`src/rtl/rdcpl_pkg.sv`:
```
package rdcpl_pkg;
   typedef enum logic [2:0] {
      CPL_SC = 3'b000,
      CPL_UR = 3'b001,
      CPL_CA = 3'b100
   } cpl_status_e;
endpackage

```
`src/rtl/rdcpl_chunk_calc.sv`:
```
module rdcpl_chunk_calc #(
   parameter int BC_W       = 13,
   parameter int MPS_W      = 3,
   parameter int RCB_BYTES  = 128,
   parameter int PAGE_BYTES = 4096
) (
   input  logic [$clog2(PAGE_BYTES)-1:0] page_off,
   input  logic [BC_W-1:0]               remaining,
   input  logic [MPS_W-1:0]              mps_code,
   output logic [BC_W-1:0]               chunk
);
   localparam int RCB_W   = $clog2(RCB_BYTES);
   localparam int MAXPL_W = RCB_W + (1 << MPS_W);
   localparam int CW      = ((MAXPL_W > BC_W) ? MAXPL_W : BC_W) + 1;

   logic [CW-1:0] maxpl, cand, trim, trimmed, room, sized;

   // max payload -> rcb trim -> page cap, in that order
   always_comb begin
      maxpl   = CW'(RCB_BYTES) << mps_code;
      cand    = (CW'(remaining) < maxpl) ? CW'(remaining) : maxpl;
      trim    = CW'(CW'(page_off) + cand) & CW'(RCB_BYTES - 1);
      trimmed = (cand > CW'(RCB_BYTES)) ? (cand - trim) : cand;
      room    = CW'(PAGE_BYTES) - CW'(page_off);
      sized   = (trimmed > room) ? room : trimmed;
      chunk   = BC_W'(sized);
   end
endmodule

```
`src/rtl/rdcpl_tracker.sv`:
```
module rdcpl_tracker #(
   parameter int ADDR_W = 64,
   parameter int LEN_W  = 10,
   parameter int RID_W  = 16,
   parameter int TAG_W  = 8,
   parameter int MPS_W  = 3
) (
   input  logic              clk,
   input  logic              rst,
   input  logic              start,
   input  logic              advance,
   input  logic [ADDR_W-1:0] req_addr,
   input  logic [LEN_W-1:0]  req_dw_len,
   input  logic [RID_W-1:0]  req_rid,
   input  logic [TAG_W-1:0]  req_tag,
   input  logic [MPS_W-1:0]  req_mps,
   input  logic [LEN_W+2:0]  chunk,
   output logic [ADDR_W-1:0] cur_addr,
   output logic [LEN_W+2:0]  remaining,
   output logic [RID_W-1:0]  rid_q,
   output logic [TAG_W-1:0]  tag_q,
   output logic [MPS_W-1:0]  mps_q,
   output logic              busy,
   output logic              last
);
   localparam int BC_W = LEN_W + 3;
   localparam logic [BC_W-1:0] FULL_BYTES = BC_W'(1) << (LEN_W + 2);

   logic [BC_W-1:0] req_bytes;

   always_comb begin
      req_bytes = (req_dw_len == '0) ? FULL_BYTES : {1'b0, req_dw_len, 2'b00};
      last      = (remaining == chunk);
   end

   always_ff @(posedge clk) begin
      if (rst) begin
         busy      <= 1'b0;
         cur_addr  <= '0;
         remaining <= '0;
         rid_q     <= '0;
         tag_q     <= '0;
         mps_q     <= '0;
      end else if (start) begin
         busy      <= 1'b1;
         cur_addr  <= req_addr;
         remaining <= req_bytes;
         rid_q     <= req_rid;
         tag_q     <= req_tag;
         mps_q     <= req_mps;
      end else if (advance) begin
         cur_addr  <= cur_addr + ADDR_W'(chunk);
         remaining <= remaining - chunk;
         if (last) busy <= 1'b0;
      end
   end

   // a new request only lands on an idle tracker
   p_start_idle_r9: assert property (@(posedge clk) disable iff (rst)
      start |-> !busy);
   // the last handshake ends the run
   p_last_clears_r2: assert property (@(posedge clk) disable iff (rst)
      advance && last |=> !busy);
   // a non-last handshake keeps the run going
   p_not_last_holds_r2: assert property (@(posedge clk) disable iff (rst)
      advance && !last |=> busy);
endmodule

```
`src/rtl/rdcpl_splitter.sv`:
```
module rdcpl_splitter #(
   parameter int ADDR_W     = 64,
   parameter int LEN_W      = 10,
   parameter int RID_W      = 16,
   parameter int TAG_W      = 8,
   parameter int MPS_W      = 3,
   parameter int RCB_BYTES  = 128,
   parameter int PAGE_BYTES = 4096
) (
   input  logic                          clk,
   input  logic                          rst,
   input  logic                          req_valid,
   output logic                          req_ready,
   input  logic [ADDR_W-1:0]             req_addr,
   input  logic [LEN_W-1:0]              req_dw_len,
   input  logic [RID_W-1:0]              req_rid,
   input  logic [TAG_W-1:0]              req_tag,
   input  logic [MPS_W-1:0]              mps_code,
   output logic                          cpl_valid,
   input  logic                          cpl_ready,
   output logic [LEN_W+2:0]              cpl_len_bytes,
   output logic [LEN_W+2:0]              cpl_byte_cnt,
   output logic [$clog2(RCB_BYTES)-1:0]  cpl_lower_addr,
   output logic [RID_W-1:0]              cpl_rid,
   output logic [TAG_W-1:0]              cpl_tag,
   output logic [2:0]                    cpl_status,
   output logic                          cpl_last,
   output logic                          busy
);
   import rdcpl_pkg::*;

   localparam int BC_W    = LEN_W + 3;
   localparam int RCB_W   = $clog2(RCB_BYTES);
   localparam int PAGE_W  = $clog2(PAGE_BYTES);
   localparam int MAXPL_W = RCB_W + (1 << MPS_W) + 1;

   // elaboration-time parameter checks
   generate
      if ((1 << RCB_W) != RCB_BYTES) begin : g_bad_rcb
         $error("RCB_BYTES must be a power of two");
      end
      if ((1 << PAGE_W) != PAGE_BYTES || PAGE_BYTES < RCB_BYTES) begin : g_bad_page
         $error("PAGE_BYTES must be a power of two no smaller than RCB_BYTES");
      end
      if (PAGE_W >= BC_W || ADDR_W <= PAGE_W) begin : g_bad_width
         $error("LEN_W and ADDR_W too small for the page size");
      end
   endgenerate

   logic              start, advance, last;
   logic [ADDR_W-1:0] cur_addr;
   logic [BC_W-1:0]   remaining, chunk;
   logic [RID_W-1:0]  rid_q;
   logic [TAG_W-1:0]  tag_q;
   logic [MPS_W-1:0]  mps_q;

   assign req_ready = !busy;
   assign start     = req_valid && req_ready;
   assign cpl_valid = busy;
   assign advance   = cpl_valid && cpl_ready;

   rdcpl_tracker #(
      .ADDR_W(ADDR_W), .LEN_W(LEN_W), .RID_W(RID_W), .TAG_W(TAG_W), .MPS_W(MPS_W)
   ) u_tracker (
      .clk       (clk),
      .rst       (rst),
      .start     (start),
      .advance   (advance),
      .req_addr  (req_addr),
      .req_dw_len(req_dw_len),
      .req_rid   (req_rid),
      .req_tag   (req_tag),
      .req_mps   (mps_code),
      .chunk     (chunk),
      .cur_addr  (cur_addr),
      .remaining (remaining),
      .rid_q     (rid_q),
      .tag_q     (tag_q),
      .mps_q     (mps_q),
      .busy      (busy),
      .last      (last)
   );

   rdcpl_chunk_calc #(
      .BC_W(BC_W), .MPS_W(MPS_W), .RCB_BYTES(RCB_BYTES), .PAGE_BYTES(PAGE_BYTES)
   ) u_chunk (
      .page_off (cur_addr[PAGE_W-1:0]),
      .remaining(remaining),
      .mps_code (mps_q),
      .chunk    (chunk)
   );

   assign cpl_len_bytes  = chunk;
   assign cpl_byte_cnt   = remaining;
   assign cpl_lower_addr = cur_addr[RCB_W-1:0];
   assign cpl_rid        = rid_q;
   assign cpl_tag        = tag_q;
   assign cpl_status     = CPL_SC;
   assign cpl_last       = last;

   // idle out of reset
   p_reset_idle_r1: assert property (@(posedge clk)
      $past(rst) |-> !busy && !cpl_valid);
   // byte count steps down by the payload just issued
   p_bc_step_r3: assert property (@(posedge clk) disable iff (rst)
      advance && !cpl_last |=> cpl_valid && (cpl_byte_cnt == $past(cpl_byte_cnt) - $past(cpl_len_bytes)));
   // never above the latched max payload, never empty
   p_mps_r4: assert property (@(posedge clk) disable iff (rst)
      cpl_valid |-> (cpl_len_bytes != '0) &&
                    (MAXPL_W'(cpl_len_bytes) <= (MAXPL_W'(RCB_BYTES) << mps_q)));
   // long completions end on an rcb boundary
   p_rcb_end_r5: assert property (@(posedge clk) disable iff (rst)
      cpl_valid && (cpl_len_bytes > BC_W'(RCB_BYTES)) |->
         (RCB_W'(cpl_lower_addr + cpl_len_bytes[RCB_W-1:0]) == '0));
   // no page crossing
   p_page_r6: assert property (@(posedge clk) disable iff (rst)
      cpl_valid |-> ((BC_W + 1)'(cur_addr[PAGE_W-1:0]) + (BC_W + 1)'(cpl_len_bytes)) <= (BC_W + 1)'(PAGE_BYTES));
   // address moves by the issued payload
   p_addr_step_r7: assert property (@(posedge clk) disable iff (rst)
      advance && !cpl_last |=> cur_addr == $past(cur_addr) + ADDR_W'($past(cpl_len_bytes)));
   // stalled descriptor holds
   p_stall_stable_r11: assert property (@(posedge clk) disable iff (rst)
      cpl_valid && !cpl_ready |=> cpl_valid && $stable(cpl_len_bytes) &&
                                  $stable(cpl_byte_cnt) && $stable(cpl_lower_addr));
endmodule

```
`config.mk`:
```
export PLATFORM = sky130hd
export DESIGN_NAME = rdcpl_splitter
export DESIGN_NICKNAME = d
export VERILOG_FILES = /design/src/rtl/rdcpl_pkg.sv /design/src/rtl/rdcpl_chunk_calc.sv /design/src/rtl/rdcpl_tracker.sv /design/src/rtl/rdcpl_splitter.sv
export SDC_FILE = /design/constraint.sdc
export NUM_CORES = 1
export LEC_CHECK = 0
export BUFFER_PORTS_ARGS = -buffer_cell sky130_fd_sc_hd__buf_2
export CAP_MARGIN = 40
export CORE_MARGIN = 1
export CORE_UTILIZATION = 48
export CTS_BUF_LIST = sky130_fd_sc_hd__clkbuf_4 sky130_fd_sc_hd__clkbuf_8
export DETAILED_ROUTE_END_ITERATION = 6
export PLACE_DENSITY = 0.81
export SLEW_MARGIN = 20
export SYNTH_ARGS = -nofsm -noshare
export SYNTH_HDL_FRONTEND = slang
export SYNTH_SLANG_ARGS = --single-unit
```
`constraint.sdc`:
```
create_clock -name clk -period 9.6 [get_ports clk]
set_input_delay 1.92 -clock clk [delete_from_list [all_inputs] [get_ports clk]]
set_output_delay 1.92 -clock clk [all_outputs]
set_load 0.005 [all_outputs]
```
==> results of run 1 <==
## routing by layer
metal | global-route usage (%) | part of all wire [%] | vias to the layer above
li1 | - | - | 2718
met1 | 37.7 | 39 | 2739
met2 | 52.2 | 49 | 324
met3 | 4.77 | 9.3 | 62
met4 | 11.7 | 3.1 | 0
met5 | 0 | 0 | -
## placed cells by master, fill, tap and decap left out, drive strengths merged, types with 6 or more instances in the layout
cell and n:
dfxtp 53, nor4 8, nor3 18, o21ai 31
inv 39, nand3 7, a22oi 14, buf 202
o31ai 7, xor2 10, and2 6, nor2b 6
a21o 11, xnor2 23, a2111oi 6, ha 54
nand3b 6, nand2 101, nor2 45, o21a 11
a21oi 62, clkbuf 6, or4 6, nand2b 7
mux2i 7, nand4 7
## Yosys cell counts (all sizes together) (7+ instances only)
cell type  instances  area [um^2]
a21o              11         82.6
a21oi             62          310
a22oi             14          105
buf               16          104
clkbuf            21         78.8
dfxtp             53         1060
ha                54          676
inv               39          146
mux2i              7         70.1
nand2            101          379
nand2b             7         43.8
nand3              7         35.0
nand4              7         43.8
nor2              45          169
nor3              18         90.1
nor4               8         50.1
o21a              11         82.6
o21ai             31          155
o31ai              7         66.3
xnor2             23          201
xor2              10         87.6
## cell families (layout without fill, tap and decap cells)
logic type	count (synthesis)	after routing	synth area share [%]
flops	53	53	21.5
other cells	1	3	0.0759
buf+inv	76	248	6.66
xor+xnor	33	33	5.85
compound gates	189	189	26.0
fa+ha+maj	57	57	14.9
simple gates	236	236	22.8
mux	11	11	2.33
## flip-flops by register name, indices dropped and copies added, names as in the netlist
name	flops
u_tracker.busy	1
u_tracker.cur_addr	12
u_tracker.mps_q	3
u_tracker.remaining	13
u_tracker.rid_q	16
u_tracker.tag_q	8
## worst min-delay path: stages (launching register included)
cell,delay (ps)
dfxtp_1,320
nand2_1,50
a21oi_1,50
## final cells by class
class                           count  share of cell area, %
Clock buffer                        6                   1.14
Tap cell                          133                   2.49
Timing Repair Buffer              202                   19.7
Multi-Input combinational cell    529                   58.3
Clock inverter                      1                  0.131
Sequential cell                    53                   16.0
Inverter                           39                   2.19
## path summary, 6_finish.rpt
| path | startpoint | to | slack, ps | depth (start not counted) |
|---|---|---|---|---|
| max | u_tracker.mps_q[1]$_SDFFE_PP0P_ | cpl_last | -200 | 36 |
| min | u_tracker.tag_q[7]$_SDFFE_PP0P_ | u_tracker.tag_q[7]$_SDFFE_PP0P_ | 450 | 2 |
| max reg2reg | u_tracker.mps_q[1]$_SDFFE_PP0P_ | u_tracker.cur_addr[11]$_SDFFE_PP0P_ | 660 | 41 |
| min reg2reg | u_tracker.tag_q[7]$_SDFFE_PP0P_ | u_tracker.tag_q[7]$_SDFFE_PP0P_ | 450 | 2 |
## through the flow
step	util, %	setup slack, ps	TNS [ps]	hold slack [ps]	instances
after CTS	63.2	13.6	0	458	936
after detailed placement	60.0	-208	-208	445	919
after floorplan	-	63.0	0	453	658
final	67.9	-199	-199	454	963
after global routing	67.9	-492	-492	482	963
after global placement	59.7	-94.0	-94.0	440	918
## repair_timing
action,4_1_cts,5_1_grt
setup buffers,9,27
setup endpoints to repair,1,1
gates resized for setup,32,48
cloned,1,0
pin swaps,14,35
==> impl_metrics.toml, run 1 <==
[status]
status = "finished, violations left"
violations = "DRC, setup timing"

[setup_path]
cp_slowest_cell = "or4_4"
crit_arrival_ps = 7880
path_buf_inv = 6
crit_type = "reg -> out"
crit_family = "simple AND/OR/NAND/NOR gates"
cp_data_required_time_ps = 7680
endpoint_kind = "output port"
critPathMaxStageDelay_ps = 570
crit_path_start_kind = "register"
critPathMaxFanout = 6

[clock_tree]
clk_latency_ps = 330
cts.clk_slew.worst_paths_ps = 90
htree_levels = 2
cts_tree = "done"
clock_sinks = 53
clock-root-buffer = "clkbuf_8"
hold_buffers = 0
cts_buffers = 5
clk_path_buf_depth = 2

[min_path]
hp-class = "reg -> reg"

[grt]
overflow = 0
grt_usage_pct = 30.2
antenna_found_initial = 0
grt_pass1_wl_um = 24900
grt_max_degree = 43
grt_pass1_vias = 5256

[yosys]
ys_ff_latch = 53
yosys_warnings = 0
synth.avg_cell_area_um2 = 7.54
ys.flop_type = "dfxtp_1"
ys_seq_area_share_pct = 21.5
synthArstFlopShare_pct = 0
ys_types = 72
synthCells = 656
netlist_area_um2 = 4940
synth-edff-count = 0

[sta]
fmax_ghz = 0.102
hold_viol_final = 0
fin_crit_ps = 9800
finalWorstSetupSlack_ps = -199
worst_pin_slew_ps = 735
rsz0062_at_grt = "true"
slew_headroom_pct = 51.0
maxSlewViolCount = 0
setup_viol = 1
skew_ps = 12.5
period_share_pct = 102

[floorplan]
num_rows = 36
core-area_um2 = 9860
start_util_pct = 50.1
die_y_um = 103
die_area_um2 = 10700
pin_count = 169
die_w_um = 103

[place]
port_buffers = 113
dp_hpwl_um = 12100
gp_congestion = 0.924
dpl_cell_area_um2 = 5920

[layout]
postLayoutCellArea_um2 = 6700
seqCellArea_um2 = 1070
areaGrowthSynthToFinish_pct = 35.4
multi_input_area_um2 = 3910
fin_nets = 992
drive_gt1_share_pct = 33.9
fillCellCount = 778
n_antenna_cell = 0

[drt]
ant_nets = 0
via_per_inst = 6.07
finalWirelength_um = 17200
num_vias = 5843
remaining_drc_errors = 1
dr.pass1.iters = 7
drt_iter0_drc = 427
wl_per_cell_um = 17.9

[flow_run]
max_cap_violations = 0
Power of run 1 is not shown: default switching activity piles up to over one toggle a cycle in this logic, so the estimate is an artifact.
==> inputs of run 2 (changes only) <==
CAP_MARGIN = 10   (was 40)
CORE_MARGIN = unset   (was 1)
==> run 2 against run 1 <==
The run ends with setup timing left. Wire length is 0.41% lower. Maximum frequency increased by 0.70%. Clock-buffer cell count fell by 1. Critical path depth down 3. Critical endpoint unchanged. Worst hold slack improved by 5.3 ps. Cell count down 0.10%. Worst setup slack better by 68 ps. Register-to-register slack about the same.
==> impl_metrics.toml, run 2 (synthesis results as in run 1) <==
[grt]
grt_max_degree = 59
grt_usage_pct = 31.2
grt_pass1_vias = 5505
overflow = 0
antenna_found_initial = 0
grt_pass1_wl_um = 25900

[place]
gp_congestion = 0.924
dp_hpwl_um = 12100
port_buffers = 113

[drt]
wl_per_cell_um = 17.8
remaining_drc_errors = 0
via_per_inst = 6.03
dr.pass1.iters = 5
finalWirelength_um = 17100
num_vias = 5802
drt_iter0_drc = 468
ant_nets = 0

[floorplan]
num_rows = 36
pin_count = 169
die_y_um = 103
die_w_um = 103
core-area_um2 = 9860
start_util_pct = 50.1
die_area_um2 = 10700

[setup_path]
crit_path_start_kind = "register"
startpoint = "u_tracker.mps_q[1]$_SDFFE_PP0P_"
critPathMaxStageDelay_ps = 490
cp_data_required_time_ps = 7680
crit_type = "reg -> out"
cp_slowest_cell = "or4_4"
worstReg2RegStart = "u_tracker.mps_q[1]$_SDFFE_PP0P_"
critPathMaxFanout = 8
crit_arrival_ps = 7810
endpoint_kind = "output port"
crit_top_cell = "ha_1"

[sta]
fmax_ghz = 0.103
hold_viol_final = 0
worst_pin_slew_ps = 1100
slew_headroom_pct = 26.6
maxSlewViolCount = 0
hold_slack_ps = 459
period_share_pct = 101
setup_viol = 1
finalWorstSetupSlack_ps = -131
fin_crit_ps = 9730
skew_ps = 15.3
rsz0062_at_grt = "true"

[clock_tree]
clock_sinks = 53
clock-root-buffer = "clkbuf_8"
htree_levels = 2
cts_tree = "done"
cts.clk_slew.worst_paths_ps = 120
clk_latency_ps = 340
clk_path_buf_depth = 2
cts_buffers = 5
hold_buffers = 0

[layout]
final_common_cell = "buf_2"
drive_gt1_share_pct = 33.2
largestRegisters = "u_tracker.rid_q (16), u_tracker.remaining (13), u_tracker.cur_addr (12)"
regMostFlops = "u_tracker.rid_q"
n_antenna_cell = 0
fin_util_pct = 66.7
largest_register_ffs = 16
areaGrowthSynthToFinish_pct = 33.2
fin_nets = 990
layout_common_cells = "buf_2, nand2_1, buf_4"

[status]
status = "finished, violations left"
violations = "setup timing"

[min_path]
hold_start = "u_tracker.tag_q[7]$_SDFFE_PP0P_"
hp-class = "reg -> reg"

[flow_run]
max_cap_violations = 0
[run 2: routing by layer]
metal  vias to the layer above  part of all wire (%)  track usage, %
met5                         -                     0               0
li1                       2709                     -               -
met1                      2785                    40            38.3
met4                         0                   2.3            13.1
met3                        39                   8.0            4.84
met2                       269                    50            54.0
[run 2: cell type report]
class                           instances  area (um^2)
Sequential cell                        53         1070
Clock buffer                            5         68.8
Tap cell                              133          166
Fill cell                             791         3280
Clock inverter                          3         26.3
Timing Repair Buffer                  200         1270
Inverter                               39          146
Multi-Input combinational cell        529         3840
[run 2: worst paths after layout]
check,to,slack (ps),cells after the start
setup reg to reg,u_tracker.cur_addr[11]$_SDFFE_PP0P_,660,39
setup / recovery,cpl_last,-130,33
hold reg to reg,u_tracker.tag_q[7]$_SDFFE_PP0P_,460,2
hold / removal,u_tracker.tag_q[7]$_SDFFE_PP0P_,460,2
[run 2: what timing repair did]
item | CTS | global route
gates cloned | 1 | 0
setup endpoints to repair | 1 | 2
buffers inserted | 24 | 11
gates resized for setup | 44 | 23
pin swaps | 28 | 31
[run 2: worst max-delay path, delay by kind of cell (launching register included)]
kind	cells	cell delay, ps
AO/OA/AOI/OAI	12	2330
buffers and inverters	4	530
flip-flops	1	380
AND/OR/NAND/NOR	9	2350
XOR/XNOR	2	310
multiplexers	1	280
adder cells (fa/ha/maj)	5	1280
[run 2: per-stage QoR]
| stage | setup TNS (ps) | instance area, um^2 | setup slack, ps | std cells |
|---|---|---|---|---|
| final | -131 | 6580 | -131 | 962 |
| after floorplan | 0 | 4950 | 63.0 | 658 |
| after global placement | -94.0 | 5890 | -94.0 | 918 |
| after detailed placement | -267 | 5890 | -267 | 918 |
| after CTS | 0 | 6390 | 7.17 | 951 |
| after global routing | -492 | 6580 | -492 | 962 |
Power of run 2 is left out for the same reason.
